## src/rtl/adc_lock_pkg.sv

```systemverilog
package adc_lock_pkg;

    typedef enum logic [1:0] {
        ADDR_HI   = 2'd0,
        ADDR_LO   = 2'd1,
        ADDR_CFG  = 2'd2,
        ADDR_NONE = 2'd3
    } addr_e;

    typedef enum logic [1:0] {
        MODE_8B   = 2'b00,
        MODE_10B  = 2'b01,
        MODE_RSV2 = 2'b10,
        MODE_RSV3 = 2'b11
    } mode_e;

    typedef struct packed {
        logic       low_pwr;
        logic [1:0] div_sel;
        logic       clk_src;
        mode_e      mode;
        logic       long_smp;
        logic       clk_on;
    } cfg_t;

endpackage

```

## src/rtl/adc_cfg_reg.sv

```systemverilog
module adc_cfg_reg
    import adc_lock_pkg::*;
(
    input  logic       clk,
    input  logic       rst_n,
    input  logic       wr_en,
    input  logic [7:0] wdata,
    output cfg_t       cfg,
    output logic       wide
);

    typedef struct packed {
        cfg_t cfg;
    } st_t;

    st_t st_d, st_q;

    always_comb begin
        st_d = st_q;
        if (wr_en) begin
            st_d.cfg = cfg_t'(wdata);
        end
    end

    always_ff @(posedge clk or negedge rst_n) begin
        if (!rst_n) begin
            st_q <= '0;
        end else begin
            st_q <= st_d;
        end
    end

    assign cfg  = st_q.cfg;
    assign wide = (st_q.cfg.mode == MODE_10B);

    AST_CFG_HOLD: assert property (@(posedge clk) disable iff (!rst_n)
        !wr_en |=> $stable(cfg));
    AST_CFG_LOAD: assert property (@(posedge clk) disable iff (!rst_n)
        wr_en |=> (cfg == cfg_t'($past(wdata))));

endmodule

```

## src/rtl/adc_lock_ctl.sv

```systemverilog
module adc_lock_ctl (
    input  logic clk,
    input  logic rst_n,
    input  logic hi_rd,
    input  logic lo_rd,
    input  logic wide,
    input  logic cfg_wr,
    output logic locked,
    output logic block
);

    typedef struct packed {
        logic lock;
    } st_t;

    st_t st_d, st_q;

    always_comb begin
        st_d = st_q;
        if (cfg_wr) begin
            st_d.lock = 1'b0;
        end else if (lo_rd) begin
            st_d.lock = 1'b0;
        end else if (hi_rd && wide) begin
            st_d.lock = 1'b1;
        end
    end

    always_ff @(posedge clk or negedge rst_n) begin
        if (!rst_n) begin
            st_q <= '0;
        end else begin
            st_q <= st_d;
        end
    end

    assign locked = st_q.lock;
    // The high-byte read cycle itself already refuses new results.
    assign block  = st_q.lock | (hi_rd & wide);

    AST_NO_LOCK_NARROW: assert property (@(posedge clk) disable iff (!rst_n)
        !wide |-> !locked);
    AST_LOCK_SET: assert property (@(posedge clk) disable iff (!rst_n)
        (hi_rd && wide && !cfg_wr) |=> locked);
    AST_LOCK_RELEASE: assert property (@(posedge clk) disable iff (!rst_n)
        (locked && lo_rd) |=> !locked);
    AST_CFG_UNLOCK: assert property (@(posedge clk) disable iff (!rst_n)
        cfg_wr |=> !locked);

endmodule

```

## src/rtl/adc_result_store.sv

```systemverilog
module adc_result_store #(
    parameter int RES_W  = 10,
    parameter int BYTE_W = 8,
    localparam int HI_W  = RES_W - BYTE_W
) (
    input  logic              clk,
    input  logic              rst_n,
    input  logic              done,
    input  logic [RES_W-1:0]  data,
    input  logic              wide,
    input  logic              block,
    output logic [HI_W-1:0]   hi_bits,
    output logic [BYTE_W-1:0] lo_bits
);

    typedef struct packed {
        logic [HI_W-1:0]   hi;
        logic [BYTE_W-1:0] lo;
    } st_t;

    st_t st_d, st_q;

    always_comb begin
        st_d = st_q;
        if (done && !block) begin
            st_d.lo = data[BYTE_W-1:0];
            st_d.hi = wide ? data[RES_W-1:BYTE_W] : '0;
        end
    end

    always_ff @(posedge clk or negedge rst_n) begin
        if (!rst_n) begin
            st_q <= '0;
        end else begin
            st_q <= st_d;
        end
    end

    assign hi_bits = st_q.hi;
    assign lo_bits = st_q.lo;

    AST_FROZEN: assert property (@(posedge clk) disable iff (!rst_n)
        block |=> $stable({hi_bits, lo_bits}));
    AST_NARROW_HI: assert property (@(posedge clk) disable iff (!rst_n)
        (done && !wide && !block) |=> (hi_bits == '0));
    AST_CAPTURE_LO: assert property (@(posedge clk) disable iff (!rst_n)
        (done && !block) |=> (lo_bits == $past(data[BYTE_W-1:0])));

endmodule

```

## src/rtl/adc_result_lock.sv

```systemverilog
module adc_result_lock
    import adc_lock_pkg::*;
#(
    parameter int RES_W  = 10,
    parameter int BYTE_W = 8
) (
    input  logic              clk,
    input  logic              rst_n,
    input  logic [1:0]        bus_addr,
    input  logic              bus_rd,
    input  logic              bus_wr,
    input  logic [BYTE_W-1:0] bus_wdata,
    output logic [BYTE_W-1:0] bus_rdata,
    input  logic              conv_done,
    input  logic [RES_W-1:0]  conv_data,
    output logic              low_power
);

    localparam int HI_W = RES_W - BYTE_W;

    logic              hi_rd_d, lo_rd_d, cfg_wr_d;
    logic              wide, locked, block;
    cfg_t              cfg;
    logic [HI_W-1:0]   hi_bits;
    logic [BYTE_W-1:0] lo_bits;

    always_comb begin
        hi_rd_d  = bus_rd && (addr_e'(bus_addr) == ADDR_HI);
        lo_rd_d  = bus_rd && (addr_e'(bus_addr) == ADDR_LO);
        cfg_wr_d = bus_wr && (addr_e'(bus_addr) == ADDR_CFG);
    end

    adc_cfg_reg u_cfg (
        .clk   (clk),
        .rst_n (rst_n),
        .wr_en (cfg_wr_d),
        .wdata (bus_wdata),
        .cfg   (cfg),
        .wide  (wide)
    );

    adc_lock_ctl u_lock (
        .clk    (clk),
        .rst_n  (rst_n),
        .hi_rd  (hi_rd_d),
        .lo_rd  (lo_rd_d),
        .wide   (wide),
        .cfg_wr (cfg_wr_d),
        .locked (locked),
        .block  (block)
    );

    adc_result_store #(
        .RES_W  (RES_W),
        .BYTE_W (BYTE_W)
    ) u_store (
        .clk     (clk),
        .rst_n   (rst_n),
        .done    (conv_done),
        .data    (conv_data),
        .wide    (wide),
        .block   (block),
        .hi_bits (hi_bits),
        .lo_bits (lo_bits)
    );

    always_comb begin
        bus_rdata = '0;
        if (bus_rd) begin
            case (addr_e'(bus_addr))
                ADDR_HI:  bus_rdata = wide ? {{(BYTE_W-HI_W){1'b0}}, hi_bits} : '0;
                ADDR_LO:  bus_rdata = lo_bits;
                ADDR_CFG: bus_rdata = cfg;
                default:  bus_rdata = '0;
            endcase
        end
    end

    assign low_power = cfg.low_pwr;

    AST_HI_PAD: assert property (@(posedge clk) disable iff (!rst_n)
        (bus_rd && bus_addr == 2'd0) |-> (bus_rdata[BYTE_W-1:HI_W] == '0));
    AST_SPARE_ZERO: assert property (@(posedge clk) disable iff (!rst_n)
        (bus_rd && bus_addr == 2'd3) |-> (bus_rdata == '0));
    AST_LOCK_WIDE_ONLY: assert property (@(posedge clk) disable iff (!rst_n)
        locked |-> wide);

endmodule

```

## config.mk

```make
export PLATFORM = sky130hd
export DESIGN_NAME = adc_result_lock
export DESIGN_NICKNAME = d
export VERILOG_FILES = /design/src/rtl/adc_lock_pkg.sv /design/src/rtl/adc_cfg_reg.sv /design/src/rtl/adc_lock_ctl.sv /design/src/rtl/adc_result_store.sv /design/src/rtl/adc_result_lock.sv
export SDC_FILE = /design/constraint.sdc
export NUM_CORES = 1
export LEC_CHECK = 0
export CAP_MARGIN = 20
export CORE_MARGIN = 2
export CORE_UTILIZATION = 44
export CTS_CLUSTER_DIAMETER = 200
export DETAILED_ROUTE_END_ITERATION = 10
export GPL_TIMING_DRIVEN = 0
export PLACE_DENSITY = 0.8
export SLEW_MARGIN = 40
export SYNTH_ARGS = -nofsm -noshare
export SYNTH_HDL_FRONTEND = slang
export SYNTH_SLANG_ARGS = --single-unit
```

## constraint.sdc

```tcl
create_clock -name clk -period 1.8 [get_ports clk]
set_clock_uncertainty 0.05 [all_clocks]
set_input_delay 0.36 -clock clk [delete_from_list [all_inputs] [get_ports clk]]
set_output_delay 0.36 -clock clk [all_outputs]
set_load 0.01 [all_outputs]
```

; Yosys cells after proc, flatten, opt, wreduce, memory -nomap -nowiden
; Index checks and enable logic that the tools add are counted.
[word_totals]
reg_bits = 19
inputBits = 25
out_inout_bits = 9
word_cells = 29
[op_classes]
eq_ne = 3
muxes = 7
bitwise = 2
n_reduce_logical = 8
[op_table]
columns = operator, n
row1 = case mux 8 bit (3 select lines), 1
row2 = two-way mux 8 bit, 1
row3 = logical AND 1 bit, 5
row4 = equality test 2 x 1 -> 1 bit (second input constant), 2
row5 = two-way mux 2 bit, 2
row6 = two-way mux 1 bit, 3
row7 = nonzero test 3 bit, 1
row8 = equality test 2 bit (second input constant), 1
row9 = logical NOT 2 bit, 1
row10 = AND 1 bit, 1
row11 = logical NOT 1 bit, 1
row12 = OR 1 bit, 1

; Longest topological paths before layout
; Gate-level depths: netlist (run 1).
[logic_depth]
word_depth = 6
ltp_mapped = 5
mapped_depth_nobuf = 3

; Cells and area by module
; A second synthesis (run 1) with hierarchy kept.
[hier_totals]
hier_cells = 82
hier_area_um2 = 1079.8
[modules_own_cells]
columns = module, n_inst, cells_each, area_each_um2, seq_area_each_um2
row1 = adc_result_store, 1, 26, 439.2, 250.2
row2 = adc_cfg_reg, 1, 18, 337.8, 200.2
row3 = adc_result_lock, 1, 35, 257.7, 0.0
row4 = adc_lock_ctl, 1, 3, 45.0, 25.0

; Least setup slack after synthesis (run 1)
; No wires, ideal clock.
[synth_path]
path_kind = reg2out
startpoint = register u_cfg.st_q (netlist bit u_cfg.cfg[3])
endpoint = output port bus_rdata[0]
arrival_time_ns = 1.155
required_time_ns = 1.390
setup_slack_ns = 0.235
path_stages_with_launch = 4
path_buffers = 0
cell_sequence = dfrtp_1 nor2b_1 nand3b_1 a221oi_1
[synth_via]
elab_chain_cells = 4
[synth_lines]
columns = item, line_no
row1 = from (decl), adc_cfg_reg.sv:16  ; st_t st_d, st_q;
row2 = from (signal assigned), adc_cfg_reg.sv:29  ; st_q <= st_d;
row3 = equality test 2 x 1 -> 1 bit, adc_cfg_reg.sv:34  ; assign wide = (st_q.cfg.mode == MODE_10B);
row4 = two-way mux 2 bit, adc_result_lock.sv:71  ; ADDR_HI: bus_rdata = wide ? {{(BYTE_W-HI_W){1'b0}}, hi_bits} : '0;
row5 = case mux 8 bit (3 select lines), adc_result_lock.sv:70  ; case (addr_e'(bus_addr))
row6 = two-way mux 8 bit, adc_result_lock.sv:69  ; if (bus_rd) begin
row7 = to (decl), adc_result_lock.sv:13  ; output logic [BYTE_W-1:0] bus_rdata,
; Every way passes these cells.

; Worst setup path in the final report (run 1)
[layout_path]
startpoint = register u_cfg.st_q (netlist bit u_cfg.cfg[3])
endpoint = output port bus_rdata[1]
; Same word-level chain as after synthesis.

==> insert_results.sql, run 1 <==
INSERT INTO impl_metrics (metric_group, metric, value, unit) VALUES
('global_route', 'grt_antenna_before_repair', '0', ''),
('worst_setup_path', 'worst-r2r-setup-slack', '320', 'ps'),
('run_status', 'failed_checks', 'setup timing', ''),
('layout', 'nets', '149', ''),
('worst_setup_path', 'worst_reg2reg_path_length_in_cells', '4', ''),
('layout', 'areaGrowthSynthToFinish', '51.4', '%'),
('synthesis', 'post_synth_num_cell_types', '21', ''),
('layout', 'insertedDiodeCount', '0', ''),
('synthesis', 'syn-instance-count', '78', ''),
('clocking', 'clk_root_buffer_cell', 'sky130_fd_sc_hd__clkbuf_4', ''),
('drt', 'routed_vias_inst', '5.17', ''),
('flow_run', 'max_cap_violations', '0', ''),
('global_route', 'grt-busiest-layer', 'met2', ''),
('placement', 'dp.final_hpwl', '1550', 'um'),
('power_and_ir_drop', 'vdd_drop_max', '0.606', 'mV'),
('layout', 'drive_above_1_share', '0.431', ''),
('clocking', 'cts-root-to-sink-buffers', '2', ''),
('layout', 'most-common-layout-cells', '21 x sky130_fd_sc_hd__clkdlybuf4s50_1, 18 x sky130_fd_sc_hd__dfrtp_1, 8 x sky130_fd_sc_hd__mux2_4, 8 x sky130_fd_sc_hd__mux2_2, 6 x sky130_fd_sc_hd__nor2_1', ''),
('timing', 'max_slew.worst_pin.slew', '404', 'ps'),
('die', 'core-area', '2150', 'um2'),
('worst_setup_path', 'r2r_end', 'u_store.lo_bits[2]', ''),
('synthesis', 'syn-cell-area', '978', 'um2'),
('global_route', 'maximum_number_of_pins_on_one_net_before_global_route_repair', '20', ''),
('die', 'die_area', '2620', 'um2'),
('worst_setup_path', 'worst_setup_path_start_kind', 'register', ''),
('die', 'chipWidth', '51.2', 'um'),
('global_route', 'groute.usage.overall', '0.188', ''),
('clocking', 'cts_tree', 'yes', ''),
('synthesis', 'postSynthRegisterBits', '19', ''),
('global_route', 'grt_first_pass_wirelength', '3580', 'um'),
('worst_setup_path', 'crit_arrival', '1410', 'ps'),
('global_route', 'gr_ovfl_total', '0', ''),
('worst_hold_path', 'min_delay_path_depth', '3', ''),
('worst_setup_path', 'worst-path-max-fanout', '4', ''),
('power_and_ir_drop', 'total_power', '0.00112', 'W'),
('worst_setup_path', 'timing.critical_path.required', '1390', 'ps'),
('timing', 'min_period', '1820', 'ps'),
('drt', 'drt_pass1_iterations', '4', ''),
('timing', 'report.final.slew_viol_count', '0', ''),
('layout', 'final_design_area_no_fill', '1480', 'um2'),
('clocking', 'cts-buffers-inserted', '3', ''),
('drt', 'route.detailed.wl_per_inst', '14.9', 'um'),
('synthesis', 'yosysSeqAreaShare', '0.486', ''),
('drt', 'vias', '780', ''),
('drt', 'route.antenna.remaining_nets', '0', ''),
('die', 'floorplan.die.height', '51.2', 'um'),
('global_route', 'via_count_of_the_first_global_routing_pass', '768', ''),
('timing', 'post-route-worst-setup-slack', '-22.2', 'ps'),
('die', 'std_cell_rows', '17', ''),
('worst_hold_path', 'hold_end', 'u_lock.locked', ''),
('synthesis', 'synth_fp_nets', '103', ''),
('timing', 'period_share', '1.01', ''),
('layout', 'final_core_utilization', '0.690', ''),
('timing', 'setup_repair_after_global_routing_missed_its_margin', 'true', ''),
('drt', 'detail_route.drc_violations', '0', ''),
('clocking', 'h-tree-depth', '1', ''),
('timing', 'final_hold_viol_count', '0', ''),
('timing', 'max_freq', '549', 'MHz'),
('power_and_ir_drop', 'power.density', '758', 'nW/um2'),
('worst_setup_path', 'worstSetupPathType', 'register to primary output', ''),
('run_status', 'status', 'finished with violations', ''),
('global_route', 'grt_util_met2', '0.323', ''),
('timing', 'finalSetupViolations', '2', ''),
('worst_hold_path', 'min-delay-path-class', 'primary input to register', ''),
('placement', 'gp_routability_congestion', '0.790', ''),
('global_route', 'gr-usage-met1', '0.231', ''),
('synthesis', 'postSynthAreaPerCell', '12.5', 'um2'),
('drt', 'drt_wl_total', '2260', 'um'),
('clocking', 'clock_network_latency_to_the_later_pin_of_the_worst_skew_pair', '290', 'ps'),
('worst_hold_path', 'worst_hold_startpoint', 'bus_addr[1]', ''),
('clocking', 'clk_transition_reported_paths', '110', 'ps');
-- registers in the layout, indices dropped and copies added, names as in the netlist --
name             flops
u_cfg.cfg            8
u_lock.locked        1
u_store.hi_bits      2
u_store.lo_bits      8
-- repair_timing --
action,in CTS,in global routing
endpoints found under the hold margin,0,19
cloned,1,0
setup endpoints to repair,8,7
pin swaps,3,1
hold buffers,0,1
resized for setup,42,9
setup buffers,6,1
-- logic make-up after synthesis --
| group | after synthesis | share of synthesized area |
|---|---|---|
| buffers and inverters | 7 | 0.0435 |
| and+or+nand+nor | 20 | 0.125 |
| AOI/OAI and AO/OA | 14 | 0.110 |
| DFF | 19 | 0.486 |
| muxes | 18 | 0.235 |
-- Yosys cell counts --
master                     count  area share
sky130_fd_sc_hd__mux2_2        8       0.092
sky130_fd_sc_hd__or2_1         1      0.0064
sky130_fd_sc_hd__nand2b_1      4       0.026
sky130_fd_sc_hd__nand2_1       2      0.0077
sky130_fd_sc_hd__inv_1         3       0.012
sky130_fd_sc_hd__a221oi_1      2       0.018
sky130_fd_sc_hd__a22oi_1       6       0.046
sky130_fd_sc_hd__dfrtp_1      19        0.49
sky130_fd_sc_hd__buf_6         2       0.023
sky130_fd_sc_hd__nand3b_1      2       0.015
sky130_fd_sc_hd__mux2_4        8        0.12
sky130_fd_sc_hd__a21oi_1       4       0.020
sky130_fd_sc_hd__nor2_1        6       0.023
sky130_fd_sc_hd__nor3b_4       1       0.019
sky130_fd_sc_hd__inv_2         1      0.0038
sky130_fd_sc_hd__a21oi_4       1       0.017
sky130_fd_sc_hd__nor2b_2       1      0.0090
sky130_fd_sc_hd__a311oi_1      1      0.0090
sky130_fd_sc_hd__nor2b_1       3       0.019
sky130_fd_sc_hd__clkbuf_2      1      0.0051
sky130_fd_sc_hd__mux2i_1       2       0.020
-- layer usage --
metal / share of wire / wire [um] / vias to the layer above
met1: 0.44 / 996 / 381
met2: 0.50 / 1120 / 25
li1: - / - / 370
met5: 0 / 0 / -
met3: 0.044 / 100 / 4
met4: 0.018 / 40 / 0
-- worst max-delay path by stage --
stage,startpoint,end,slack [ps],cells past startpoint
after CTS,u_cfg.cfg[3],bus_rdata[1],-20,4
final,u_cfg.cfg[3],bus_rdata[1],-20,4
after detailed placement,bus_addr[0],bus_rdata[6],-890,6
after global routing,u_cfg.cfg[3],bus_rdata[1],-100,4
after floorplan,u_cfg.cfg[3],bus_rdata[0],240,3
after global placement,bus_addr[0],bus_rdata[3],-800,6
-- stage by stage --
| step | hold slack, ps | cells | TNS, ps |
|---|---|---|---|
| after floorplan | 14.4 | 78 | 0 |
| after global placement | 443 | 138 | -7590 |
| after detailed placement | 455 | 138 | -8120 |
| after CTS | 326 | 149 | -21.1 |
| after global routing | 332 | 151 | -199 |
| final | 339 | 151 | -22.4 |
-- critical path, cell delays in order (launching register included) --
cell and delay (ps):
sky130_fd_sc_hd__dfrtp_2 440, sky130_fd_sc_hd__nor2b_4 150, sky130_fd_sc_hd__nand3b_1 110, sky130_fd_sc_hd__a221oi_2 250, sky130_fd_sc_hd__buf_2 170
-- report_power, final --
group,switching (W),internal (W),leakage (nW)
clock network,0.000133,0.0000827,0.0177
registers,0.0000556,0.000502,0.227
logic,0.000128,0.000220,0.419
-- cell type report --
type | count | area, um2
Clock inverter | 1 | 5.00
Multi-Input combinational cell | 52 | 515
Inverter | 4 | 15.0
Timing Repair Buffer | 41 | 374
Buffer | 3 | 37.5
Fill cell | 145 | 667
Sequential cell | 19 | 477
Tap cell | 28 | 35.0
Clock buffer | 3 | 22.5
No activity file was read; power rests on OpenSTA's default activity.
==> inputs of run 2 (changes only) <==
--- a/config.mk
+++ b/config.mk
@@ -8,11 +8,11 @@
 export CAP_MARGIN = 20
 export CORE_MARGIN = 2
 export CORE_UTILIZATION = 44
-export CTS_CLUSTER_DIAMETER = 200
+export CTS_CLUSTER_DIAMETER = 60
 export DETAILED_ROUTE_END_ITERATION = 10
 export GPL_TIMING_DRIVEN = 0
 export PLACE_DENSITY = 0.8
-export SLEW_MARGIN = 40
+export SLEW_MARGIN = 20
 export SYNTH_ARGS = -nofsm -noshare
 export SYNTH_HDL_FRONTEND = slang
 export SYNTH_SLANG_ARGS = --single-unit
==> run 2 against run 1 <==
The run still ends with setup timing left. Die area unchanged. Critical endpoint unchanged. Core utilization down 0.23 points. Non-clock buffer count down 1. First-iteration DRC count unchanged.
==> insert_results.sql, run 2 (synthesized netlist as in run 1, its figures left out) <==
INSERT INTO impl_metrics (metric_group, metric, value, unit) VALUES
('drt', 'drt_iter0_markers', '8', ''),
('worst_hold_path', 'min-delay-path-class', 'primary input to register', ''),
('power_and_ir_drop', 'power.density', '760', 'nW/um2'),
('global_route', 'gr-usage-met1', '0.231', ''),
('timing', 'min_period', '1820', 'ps'),
('global_route', 'grt_antenna_before_repair', '0', ''),
('drt', 'routed_vias_inst', '5.15', ''),
('timing', 'max_slew.worst_pin.slew', '808', 'ps'),
('power_and_ir_drop', 'total_power', '0.00112', 'W'),
('timing', 'final_hold_viol_count', '0', ''),
('clocking', 'cts-buffers-inserted', '3', ''),
('worst_setup_path', 'worst-path-max-fanout', '4', ''),
('global_route', 'grt_use_met3', '0.0322', ''),
('timing', 'report.final.slew_viol_count', '0', ''),
('layout', 'most-common-layout-cells', '22 x sky130_fd_sc_hd__clkdlybuf4s50_1, 18 x sky130_fd_sc_hd__dfrtp_1, 8 x sky130_fd_sc_hd__mux2_4, 8 x sky130_fd_sc_hd__mux2_2, 6 x sky130_fd_sc_hd__nor2_1', ''),
('layout', 'final_core_utilization', '0.687', ''),
('global_route', 'grt-busiest-layer', 'met2', ''),
('flow_run', 'max_cap_violations', '0', ''),
('die', 'floorplan.io_pins', '34', ''),
('die', 'core-area', '2150', 'um2'),
('layout', 'finish.cell_count_without_fillers', '150', ''),
('clocking', 'cts.sink_count', '19', ''),
('clocking', 'clk_root_buffer_cell', 'sky130_fd_sc_hd__clkbuf_4', ''),
('die', 'chipWidth', '51.2', 'um'),
('drt', 'detail_route.drc_violations', '0', ''),
('layout', 'filler_cell_count', '145', ''),
('die', 'std_cell_rows', '17', ''),
('clocking', 'cts_tree', 'yes', ''),
('global_route', 'gr_ovfl_total', '0', ''),
('drt', 'route.antenna.remaining_nets', '0', ''),
('timing', 'finalSetupViolations', '1', ''),
('global_route', 'via_count_of_the_first_global_routing_pass', '768', ''),
('timing', 'relSlewSlack', '0.459', ''),
('clocking', 'h-tree-depth', '1', ''),
('timing', 'max_freq', '549', 'MHz'),
('drt', 'route.detailed.wl_per_inst', '15.0', 'um'),
('timing', 'setup_repair_after_global_routing_missed_its_margin', 'true', ''),
('timing', 'period_share', '1.01', ''),
('timing', 'post-route-worst-setup-slack', '-21.9', 'ps'),
('placement', 'dp_cells', '138', ''),
('global_route', 'groute.usage.overall', '0.188', ''),
('worst_setup_path', 'worst_setup_path_start_kind', 'register', ''),
('worst_setup_path', 'timing.critical_path.required', '1390', 'ps'),
('power_and_ir_drop', 'vdd_drop_max', '0.607', 'mV'),
('clocking', 'clock_network_latency_to_the_later_pin_of_the_worst_skew_pair', '290', 'ps'),
('layout', 'drive_above_1_share', '0.426', ''),
('drt', 'vias', '772', ''),
('global_route', 'maximum_number_of_pins_on_one_net_before_global_route_repair', '20', ''),
('layout', 'areaGrowthSynthToFinish', '50.9', '%'),
('clocking', 'cts-root-to-sink-buffers', '2', ''),
('worst_setup_path', 'worstSetupPathType', 'register to primary output', ''),
('die', 'floorplan.die.height', '51.2', 'um'),
('drt', 'drt_pass1_iterations', '4', ''),
('run_status', 'status', 'finished with violations', ''),
('global_route', 'grt_first_pass_wirelength', '3580', 'um'),
('layout', 'insertedDiodeCount', '0', ''),
('placement', 'dp.final_hpwl', '1550', 'um'),
('clocking', 'clk_transition_reported_paths', '110', 'ps'),
('power_and_ir_drop', 'p_leak', '0.660', 'nW'),
('die', 'die_area', '2620', 'um2'),
('run_status', 'failed_checks', 'setup timing', ''),
('layout', 'most_common_library_cell_in_the_layout_ignoring_fill_and_taps', 'sky130_fd_sc_hd__clkdlybuf4s50_1', ''),
('placement', 'port-buffer-count', '32', ''),
('drt', 'drt_wl_total', '2250', 'um'),
('layout', 'nets', '148', ''),
('worst_setup_path', 'critical_path.endpoint_type', 'primary output', ''),
('global_route', 'grt_util_met2', '0.323', ''),
('timing', 'hold_slack', '338', 'ps'),
('die', 'initial_core_util', '0.455', ''),
('worst_setup_path', 'crit_arrival', '1410', 'ps'),
('placement', 'gp_routability_congestion', '0.790', '');
==> run 2: changes by cell type in the layout (fill, tap and decap cells not counted) <==
cell	change
sky130_fd_sc_hd__clkdlybuf4s50_1	+1
sky130_fd_sc_hd__buf_2	-1
sky130_fd_sc_hd__dlygate4sd3_1	-1
==> run 2: stage by stage <==
stage                     setup TNS (ps)  area [um2]  setup slack, ps
after floorplan                        0         978              235
after global placement             -7590        1330             -805
after detailed placement           -8120        1330             -891
after CTS                          -21.1        1430            -17.4
after global routing                -199        1480            -98.8
final                              -21.9        1480            -21.9
==> run 2: worst paths after layout <==
check / start / to / slack, ps / cells after the start
min in group asynchronous: rst_n / u_store.lo_bits[0] / 470 / 1
worst min register to register: u_store.lo_bits[3] / u_store.lo_bits[3] / 480 / 1
worst max register to register: u_cfg.cfg[3] / u_store.lo_bits[2] / 320 / 4
max in group asynchronous: rst_n / u_cfg.cfg[3] / 680 / 1
worst min-delay path: bus_addr[1] / u_lock.locked / 340 / 3
worst max-delay path: u_cfg.cfg[3] / bus_rdata[1] / -20 / 4
==> run 2: per-layer routing <==
layer | vias to the layer above | routed length, um
met5 | - | 0
met4 | 0 | 52
met3 | 6 | 98
met2 | 22 | 1100
met1 | 376 | 996
li1 | 368 | -
==> run 2: final cells by class <==
cell class              count  area [um2]  area share
flip-flops and latches     19         477       0.323
clock inverters             1        5.00     0.00339
well taps                  28        35.0      0.0237
plain buffers               3        37.5      0.0254
repair buffers             40         369       0.250
clock buffers               3        22.5      0.0153
multi-input cells          52         515       0.349
inverters                   4        15.0      0.0102
==> run 2: power by group <==
group / internal (W) / switching (W)
clock network: 0.0000827 / 0.000134
logic: 0.000220 / 0.000128
registers: 0.000502 / 0.0000555
total: 0.000805 / 0.000317
==> run 2: critical path, stage by stage, from the launching register on <==
cell and delay (ps):
sky130_fd_sc_hd__dfrtp_2 440, sky130_fd_sc_hd__nor2b_4 150, sky130_fd_sc_hd__nand3b_1 110, sky130_fd_sc_hd__a221oi_2 250, sky130_fd_sc_hd__buf_2 170
==> run 2: timing repair <==
item                       CTS  global route
gates resized for setup     42             9
setup endpoints to repair    8             7
setup buffers                6             1
hold buffers                 0             0
cloned                       1             0
pin swaps                    3             1
